===== config.mk =====
export PLATFORM = sky130hd
export DESIGN_NAME = inertial_irq_engine
export DESIGN_NICKNAME = d
export VERILOG_FILES = /design/src/rtl/inertial_irq_pkg.sv /design/src/rtl/inertial_axis_cmp.sv /design/src/rtl/inertial_combiner.sv /design/src/rtl/inertial_persist.sv /design/src/rtl/inertial_irq_engine.sv
export SDC_FILE = /design/constraint.sdc
export NUM_CORES = 1
export LEC_CHECK = 0
export BUFFER_PORTS_ARGS = -buffer_cell sky130_fd_sc_hd__clkbuf_2
export CAP_MARGIN = 20
export CORE_UTILIZATION = 50
export CTS_CLUSTER_SIZE = 12
export DETAILED_ROUTE_END_ITERATION = 6
export HOLD_SLACK_MARGIN = 0.05
export PLACE_DENSITY = 0.77
export SYNTH_ARGS = -nofsm -noshare
export SYNTH_HDL_FRONTEND = slang
export SYNTH_SLANG_ARGS = --single-unit

===== constraint.sdc =====
create_clock -name clk -period 5.7 [get_ports clk]
set_clock_uncertainty 0.15 [all_clocks]
set_input_delay 0.285 -clock clk [delete_from_list [all_inputs] [get_ports clk]]
set_output_delay 0.285 -clock clk [all_outputs]
set_load 0.02 [all_outputs]

===== src/rtl/inertial_irq_pkg.sv =====
// Shared types for the inertial threshold interrupt engine.
// The combiner mode enumeration matches the encoding of cfg[7:6].
package inertial_irq_pkg;

    typedef enum logic [1:0] {
        COMB_OR   = 2'b00,
        COMB_MOVE = 2'b01,
        COMB_AND  = 2'b10,
        COMB_POS  = 2'b11
    } comb_mode_t;

    localparam int unsigned NUM_AXES  = 3;
    localparam int unsigned NUM_EVTS  = 2 * NUM_AXES;
    localparam int unsigned STATUS_W  = 8;
    localparam int unsigned IA_BIT    = 6;

endpackage


===== src/rtl/inertial_axis_cmp.sv =====
// Per-axis threshold comparator.
// Takes the absolute value of a signed sample and shifts it down to the
// threshold width. It reports high (code above threshold) and low (code at or
// below threshold).
// Assumes SAMPLE_W >= THS_W. The magnitude of the most negative sample fits in
// SAMPLE_W bits when it is taken as unsigned.
module inertial_axis_cmp #(
    parameter int unsigned SAMPLE_W = 12,
    parameter int unsigned THS_W    = 7
) (
    input  logic signed [SAMPLE_W-1:0] sample_i,
    input  logic        [THS_W-1:0]    ths_i,
    output logic                       hi_o,
    output logic                       lo_o
);
    localparam int unsigned SHIFT = SAMPLE_W - THS_W;

    logic [SAMPLE_W-1:0] mag;
    logic [SAMPLE_W-1:0] code;
    logic [SAMPLE_W-1:0] ths_ext;

    // Magnitude, shifted code and the threshold widened to the sample width.
    always_comb begin
        mag     = sample_i[SAMPLE_W-1] ? (~sample_i + 1'b1) : sample_i;
        code    = mag >> SHIFT;
        ths_ext = {{SHIFT{1'b0}}, ths_i};
        hi_o    = (code > ths_ext);
        lo_o    = ~hi_o;
    end

endmodule


===== src/rtl/inertial_combiner.sv =====
// Event combiner.
// Merges the six direction events under one of four modes: OR, AND,
// zone position and zone movement. A zone is exactly one axis high with its
// high enable set. The zone of the previous sample is kept so that movement
// mode can detect entry into a new zone.
// Assumes event bit 2*i is axis i low and bit 2*i+1 is axis i high.
module inertial_combiner
    import inertial_irq_pkg::*;
(
    input  logic                clk,
    input  logic                rst_n,
    input  logic                smp_valid_i,
    input  comb_mode_t          mode_i,
    input  logic [NUM_EVTS-1:0] en_i,
    input  logic [NUM_EVTS-1:0] ev_i,
    output logic                cond_o
);
    logic [NUM_AXES-1:0] highs;
    logic [NUM_AXES-1:0] hi_en;
    logic [NUM_AXES-1:0] zone_cur;
    logic [NUM_AXES-1:0] zone_prev;
    logic                zone_hit;
    logic [NUM_EVTS-1:0] masked;

    // Split the high events and their enables out of the interleaved vectors.
    always_comb begin
        for (int i = 0; i < NUM_AXES; i++) begin
            highs[i] = ev_i[2*i+1];
            hi_en[i] = en_i[2*i+1];
        end
    end

    // Zone detection and the mode selection.
    always_comb begin
        masked   = ev_i & en_i;
        zone_hit = $onehot(highs) && ((highs & hi_en) != '0);
        zone_cur = zone_hit ? highs : '0;
        unique case (mode_i)
            COMB_OR:   cond_o = (masked != '0);
            COMB_AND:  cond_o = (en_i != '0) && (masked == en_i);
            COMB_POS:  cond_o = zone_hit;
            COMB_MOVE: cond_o = zone_hit && (zone_cur != zone_prev);
            default:   cond_o = 1'b0;
        endcase
    end

    // Remember the zone of every sample for movement detection.
    always_ff @(posedge clk) begin
        if (!rst_n)           zone_prev <= '0;
        else if (smp_valid_i) zone_prev <= zone_cur;
    end

endmodule


===== src/rtl/inertial_persist.sv =====
// Persistence qualifier.
// Counts consecutive samples that meet the condition, saturating at the
// counter maximum. A sample qualifies when the condition holds and at least
// dur_i preceding samples met it. A failing sample clears the run.
module inertial_persist #(
    parameter int unsigned DUR_W = 7
) (
    input  logic             clk,
    input  logic             rst_n,
    input  logic             smp_valid_i,
    input  logic             cond_i,
    input  logic [DUR_W-1:0] dur_i,
    output logic             qual_o
);
    logic [DUR_W-1:0] run_q;

    // Qualification of the current sample against the previous run length.
    always_comb qual_o = cond_i && (run_q >= dur_i);

    // Run-length counter, advanced only on sample strobes.
    always_ff @(posedge clk) begin
        if (!rst_n) begin
            run_q <= '0;
        end else if (smp_valid_i) begin
            if (!cond_i)          run_q <= '0;
            else if (run_q != '1) run_q <= run_q + 1'b1;
        end
    end

endmodule


===== src/rtl/inertial_irq_engine.sv =====
// Inertial threshold interrupt engine, top level.
// Three axis comparators feed the combiner, and the combiner feeds the
// persistence qualifier. A status register holds the interrupt-active bit and
// the enabled event flags. Non-latched mode reloads the register on every
// sample. Latched mode accumulates qualifying samples until a read clears it.
// Assumes smp_valid_i is a single-cycle strobe and the samples are valid with it.
module inertial_irq_engine
    import inertial_irq_pkg::*;
#(
    parameter int unsigned SAMPLE_W = 12,
    parameter int unsigned THS_W    = 7,
    parameter int unsigned DUR_W    = 7
) (
    input  logic                       clk,
    input  logic                       rst_n,
    input  logic [7:0]                 cfg_i,
    input  logic [THS_W-1:0]           ths_i,
    input  logic [DUR_W-1:0]           dur_i,
    input  logic                       latch_en_i,
    input  logic                       smp_valid_i,
    input  logic signed [SAMPLE_W-1:0] ax_i,
    input  logic signed [SAMPLE_W-1:0] ay_i,
    input  logic signed [SAMPLE_W-1:0] az_i,
    input  logic                       src_rd_i,
    output logic [STATUS_W-1:0]        src_o,
    output logic                       irq_o
);
    logic signed [SAMPLE_W-1:0] smp [NUM_AXES];
    logic [NUM_EVTS-1:0]        ev;
    logic [NUM_EVTS-1:0]        en;
    logic [NUM_EVTS-1:0]        flags_now;
    logic                       cond;
    logic                       qual;
    logic [STATUS_W-1:0]        contrib;
    logic [STATUS_W-1:0]        src_q;

    // Gather the axis inputs and the configuration fields.
    always_comb begin
        smp[0]    = ax_i;
        smp[1]    = ay_i;
        smp[2]    = az_i;
        en        = cfg_i[NUM_EVTS-1:0];
        flags_now = ev & en;
        contrib   = {1'b0, qual, flags_now};
    end

    genvar gi;
    generate
        for (gi = 0; gi < NUM_AXES; gi++) begin : g_axis
            inertial_axis_cmp #(
                .SAMPLE_W (SAMPLE_W),
                .THS_W    (THS_W)
            ) u_cmp (
                .sample_i (smp[gi]),
                .ths_i    (ths_i),
                .hi_o     (ev[2*gi+1]),
                .lo_o     (ev[2*gi])
            );
        end
    endgenerate

    inertial_combiner u_comb (
        .clk         (clk),
        .rst_n       (rst_n),
        .smp_valid_i (smp_valid_i),
        .mode_i      (comb_mode_t'(cfg_i[7:6])),
        .en_i        (en),
        .ev_i        (ev),
        .cond_o      (cond)
    );

    inertial_persist #(
        .DUR_W (DUR_W)
    ) u_persist (
        .clk         (clk),
        .rst_n       (rst_n),
        .smp_valid_i (smp_valid_i),
        .cond_i      (cond),
        .dur_i       (dur_i),
        .qual_o      (qual)
    );

    // Status register: reload, accumulate or clear on read.
    always_ff @(posedge clk) begin
        if (!rst_n) begin
            src_q <= '0;
        end else if (latch_en_i) begin
            if (smp_valid_i)
                src_q <= (src_rd_i ? '0 : src_q) | (qual ? contrib : '0);
            else if (src_rd_i)
                src_q <= '0;
        end else if (smp_valid_i) begin
            src_q <= contrib;
        end
    end

    // Drive the status byte and the interrupt pin.
    always_comb begin
        src_o = src_q;
        irq_o = src_q[IA_BIT];
    end

endmodule


==> impl_results.md, run 1 <==
* Status: finished, final reports clean
* Seq/Total Area, Yosys at 0.1772
* Hold WS at 0.1686 ns
* Count of input and output buffers at 70
* Total wire length at 4.186 mm
* Share of layout cells above drive strength 1 at 0.2618
* Post-cts resize count at 0
* Final Wtd Congestion at 0.8183
* Cell area after layout at 2357 µm²
* Layout area overhead at 22.74%
* Global-route usage over all layers at 0.2272
* Remaining Overflow, GRT at 0
* Setup violators final at 0
* Final Cycle Share at 0.7554
* Root Buffer: clkbuf_8
* Arr. time, crit path at 4.34 ns
* Commonest cells post-synth: nand2_1, ha_1, inv_1, xnor2_1
* DRC Markers at 0
* Initial antenna violation count at 0
* Mean Syn Cell Area at 7.807 µm²
* Worst-path fanout max at 7
* Post-synthesis net count at 339
* Drt first pass iters at 4
* Initial cell density of the core at 0.5246
* Leakage power at 1.161 nW
* Synth top area cells: ha_1, dfxtp_1, xnor2_1
* Worst setup EP type: flip-flop
* Multi-input logic area at 1479 µm²
* Largest area contributor in the netlist: ha_1
* Max frequency at 232.3 MHz
* Critical Path RT at 5.73 ns
* First-pass GRT wire length at 7.514 mm
* Dpl hpwl at 3.676 mm
* Die Y at 63.98 µm
* Power per cell area at 152.5 nW/µm²
* Cts hold-fix bufs at 0
* Seq. cell area at 340.3 µm²
* DRT antenna net count at 0
* Via count at 1982
* Max cap viols at 0
* Pwr Total at 359.4 µW
* CTS Buffer Depth at 2
* Distinct cell type count after synthesis at 50
* Synth warn at 0
* Fin crit period at 4.306 ns
* H-Tree Depth at 1
* Clock Sinks at 17
* CP Launch Type: input port
* Crit path kind: input port to flip-flop
* CTS tree: done
* Setup bufs post-CTS at 0
* Max Slew Vio Count at 0
* Final setup TNS at 0 ns
* IO Count at 72
* Antenna diode count at 0
* Post-synth EDFFs at 0
* Worst-path clk slew at 0.06 ns
* DIE AREA at 4093 µm²
* Vias/cell at 5.430
* Synth top area share at 0.1889
* Post-DP Area at 2312 µm²
* RSZ-0062 raised after global routing: false
* CTS Buf Count at 3
* WL/cell at 11.47 µm
* Fill cell count at 365
* Worst Hold Class: input port to flip-flop
* Worst-Skew Late Latency at 0.25 ns
* Peak supply drop at 79.19 µV
* Syn Inst Count at 246
* Final Hold Vio Count at 0
* Async S/R FF share, synth at 0
* Die Width at 63.98 µm
* Largest net degree at the start of global routing at 13
* Row count at 22
* Most common cell in the netlist: nand2_1
* Seq cells post-synth at 17
* Cells after DPL at 361
* Final cell count without fillers at 365
* Ys flop type: dfxtp_1
* Core footprint at 3661 µm²
* Final nets at 411
* DR iter-0 viols at 61
* Synthesized cell area at 1921 µm²
* Vias in the first global route at 1914
[kinds of logic (layout without fill, tap and decap cells)]
family	count (synthesis)	after routing	share of synthesized area
flip-flops	17	17	0.1772
other	1	1	0.001953
adder cells (fa/ha/maj)	30	30	0.1993
AO/OA/AOI/OAI	65	65	0.2326
AND/OR/NAND/NOR	86	86	0.2358
XOR/XNOR	22	22	0.1003
buffers and inverters	25	96	0.05276
[worst max-delay path, cell delays in order]
cell      delay [ns]
clkbuf_2        0.07
or4_1           0.51
or3_1           0.34
or3_1           0.34
or3_1           0.33
nor3b_1         0.20
ha_1            0.29
a21oi_1         0.14
o21ai_0         0.11
o22ai_2         0.27
inv_2           0.12
fa_1            0.56
nand3b_1        0.09
o32a_4          0.26
a21oi_4         0.23
nor3b_2         0.18
[final cells by class]
cell class | instances | area share
repair buffers | 70 | 0.1486
flip-flops and latches | 17 | 0.1444
well taps | 48 | 0.02548
inverters | 22 | 0.03503
multi-input cells | 204 | 0.6274
clock buffers | 4 | 0.01911
[report_power, final]
part	switching, mW	internal, mW
clock	0.0400	0.0496
combinational	0.0773	0.0688
sequential	0.00201	0.122
total	0.119	0.240
[state kept, by name, summed over array words and instances, names as in the netlist]
register,cells
src_o,7
u_comb.zone_prev,3
u_persist.run_q,7
[stage by stage]
stage | setup WS (ns) | util
6_report | 1.394 | 0.6439
3_5_place_dp | 1.151 | 0.6316
2_1_floorplan | 1.443 | -
3_3_place_gp | 1.199 | 0.6316
5_1_grt | 1.025 | 0.6439
4_1_cts | 1.396 | 0.6439
[per-layer routing]
metal	global-route usage	vias to the layer above	part of all wire
li1	-	1030	-
met1	0.2546	869	0.42
met2	0.4189	70	0.49
met3	0.03214	13	0.054
met4	0.1023	0	0.030
met5	0	-	0
[path summary, 6_finish.rpt]
check / start / end / slack [ns] / cells past startpoint
min reg2reg: src_o[1] / src_o[1] / 0.30 / 2
min: cfg_i[5] / src_o[5] / 0.17 / 3
max reg2reg: u_persist.run_q[0] / src_o[2] / 3.52 / 10
max: ax_i[0] / u_persist.run_q[2] / 1.39 / 16
[cell usage in the layout (no fill, tap or decap), types with 2 or more instances in the layout]
| cell type | synthesis | layout |
|---|---|---|
| inv_2 | 3 | 3 |
| or4_1 | 4 | 4 |
| and3_1 | 2 | 2 |
| ha_1 | 29 | 29 |
| nand2_1 | 33 | 33 |
| inv_1 | 19 | 19 |
| xor2_1 | 3 | 3 |
| o211a_1 | 3 | 3 |
| o21ai_0 | 17 | 17 |
| nor3_1 | 2 | 2 |
| o22ai_1 | 3 | 3 |
| nand3_1 | 9 | 9 |
| nand4_1 | 4 | 4 |
| nor2_1 | 7 | 7 |
| clkbuf_8 | 0 | 3 |
| a22oi_1 | 2 | 2 |
| a21o_1 | 3 | 3 |
| o31ai_1 | 2 | 2 |
| dfxtp_1 | 17 | 17 |
| a21oi_1 | 16 | 16 |
| nand3b_1 | 4 | 4 |
| and2_1 | 4 | 4 |
| or3_1 | 5 | 5 |
| o21ai_1 | 6 | 6 |
| xnor2_1 | 19 | 19 |
| nor3b_1 | 3 | 3 |
| nor2b_1 | 2 | 2 |
| clkbuf_2 | 0 | 70 |
Note: power is estimated with default switching activity, not from simulation.
==> run 2: changes to the inputs <==
Settings changed: CORE_UTILIZATION 50 to 45, PLACE_DENSITY 0.77 to 0.73.
Clock period 5.7 ns to 3.6 ns, I/O delays scaled along.
==> impl_results.md, run 2 (same netlist as run 1, synthesis figures left out) <==
* Status: complete, but fails checks
* Failing checks: negative setup slack
* Crit path kind: input port to flip-flop
* Count of input and output buffers at 70
* Worst-path cell chain: clkbuf_2 > or4_4 > or3_4 > or3_4 > or3_4 > nor3b_2 > ha_1 > a21oi_2 > o21ai_1 > o22ai_2 > inv_2 > fa_1 > nand3b_1 > o32a_4 > a21oi_4 > a21boi_2
* Worst-Skew Late Latency at 0.25 ns
* Placement Setup Slack at -0.6933 ns
* DRC Markers at 0
* Most frequent cells in the layout: clkbuf_2, nand2_1, ha_1, buf_4
* Post-DP Area at 2470 µm²
* Most common cell after layout, fill and taps aside: clkbuf_2
* Switching power at 200.1 µW
* DR iter-0 viols at 48
* Die Y at 67.33 µm
* Critical Path RT at 3.64 ns
* RSZ-0062 raised after global routing: true
* Cts hold-fix bufs at 0
* Top delay family on crit path: simple AND/OR/NAND/NOR gates
* Cell mode on critical path: or3_4
* Row count at 23
* Initial antenna violation count at 0
* Setup violators final at 17
* Cell-internal power at 407.0 µW
* First-pass GRT wire length at 6.900 mm
* R2R Setup Slk at 1.41 ns
* WL met3 at 189 µm
* Worst setup EP type: flip-flop
* Drt first pass iters at 4
* CP Launch Type: input port
* Arr. time, crit path at 4.03 ns
* Antenna diode count at 0
* Crit. Startpoint: ax_i[0]
* Cell area after layout at 2574 µm²
* Vias in the first global route at 1746
* Vias/cell at 5.258
* Reg2reg path depth at 10
* Slowest CP cell: fa_1
* Switching Share at 0.3296
* Via count at 2040
* Largest net degree at the start of global routing at 13
* Power per cell area at 235.9 nW/µm²
* Share of layout cells above drive strength 1 at 0.3402
* Crit. path cell count at 16
* Worst-path fanout max at 7
* CTS Buffer Depth at 2
* Core footprint at 4058 µm²
* Logic pwr share at 0.447
* Final nets at 432
* Final Wtd Congestion at 0.7794
* WL/cell at 11.03 µm
* Final Cycle Share at 1.109
* Post-layout util at 0.6343
* CTS Buf Count at 3
* H-Tree Depth at 1
* Final Hold Vio Count at 0
* Critical R2R Launch: u_persist.run_q[0]
* Fin crit period at 3.992 ns
* Crit-path max cell delay at 0.53 ns
* CTS tree: done
* Critical Path Sink: u_persist.run_q[1]
* Max layer used: met4
* Initial cell density of the core at 0.4733
* Clk network pwr share at 0.230
* Met2 wire len at 2.143 mm
* Worst R2R End: src_o[2]
* DRT antenna net count at 0
* Buffers & Inverters on Critical Path at 2
* Layout area overhead at 34.01%
* Max frequency at 250.5 MHz
* Register share of total power at 0.323
* Final worst setup slack at -0.3918 ns
* Worst-path clk slew at 0.06 ns
* Remaining Overflow, GRT at 0
* Max Slew Vio Count at 0
* Total wire length at 4.279 mm
* DIE AREA at 4533 µm²
* Die Width at 67.33 µm
* Leakage power at 1.275 nW
* Root Buffer: clkbuf_8
* Clock Sinks at 17
* Wire length on met1 at 1.907 mm
* Worst Hold Class: input port to flip-flop
* IO Count at 72
* Dpl hpwl at 3.614 mm
* Global-route usage over all layers at 0.1946
* Peak supply drop at 106.9 µV
* Max cap viols at 0
run 2: worst min path at each step:
stage                     cells past startpoint  slack (ns)     start                  end
after floorplan                               1        0.15     rst_n  u_comb.zone_prev[1]
after global placement                        2        0.29  src_o[1]             src_o[1]
after detailed placement                      2        0.29  src_o[5]             src_o[5]
after CTS                                     3        0.05  cfg_i[0]             src_o[0]
after global routing                          3        0.09  cfg_i[1]             src_o[1]
final                                         3        0.07  cfg_i[0]             src_o[0]
run 2: what timing repair did:
item	4_1_cts	5_1_grt
setup endpoints to repair	17	17
gates cloned	0	0
resized for setup	2	8
setup buffers	0	1
pin swaps	6	9
run 2: layout make-up:
class	count	area, µm²
inverters	22	82.58
multi-input cells	204	1530
clock inverters	1	5.005
flip-flops and latches	17	340.3
repair buffers	91	511.7
fillers	353	1484
well taps	50	62.56
clock buffers	3	41.29
run 2: power groups by stage:
| stage | Clock (mW) | Combinational (mW) | Sequential, mW |
|---|---|---|---|
| 2_1_floorplan | 0 | 0.153 | 0.203 |
| 3_3_place_gp | 0 | 0.247 | 0.200 |
| 3_5_place_dp | 0 | 0.253 | 0.200 |
| 4_1_cts | 0.144 | 0.255 | 0.196 |
| 5_1_grt | 0.152 | 0.304 | 0.197 |
| 6_report | 0.140 | 0.271 | 0.196 |
run 2: worst reg2reg max path, stage by stage, from the launching register on:
cell and delay (ns):
dfxtp_1 0.39, inv_1 0.06, ha_1 0.26, nand2b_1 0.14, a211oi_1 0.24, o21bai_1 0.10, a21oi_1 0.14, o21ai_0 0.13
nand3_1 0.16, a2bb2oi_4 0.22, o21ai_1 0.08
run 2: metrics by stage:
step	hold WS [ns]	TNS (ns)	total power, mW	cells
finish	0.07096	-5.382	0.6071	388
floorplan	0.1517	-7.211	0.3554	246
global placement	0.2874	-8.746	0.4475	383
detailed placement	0.2940	-10.05	0.4536	383
global route	0.09207	-8.219	0.6523	388
CTS	0.05110	-4.782	0.5958	387
run 2: routing by layer:
layer / global-route usage / vias to the layer above
met2: 0.3713 / 58
met5: 0 / -
met4: 0.06383 / 0
met1: 0.2226 / 910
li1: - / 1068
met3: 0.01858 / 4
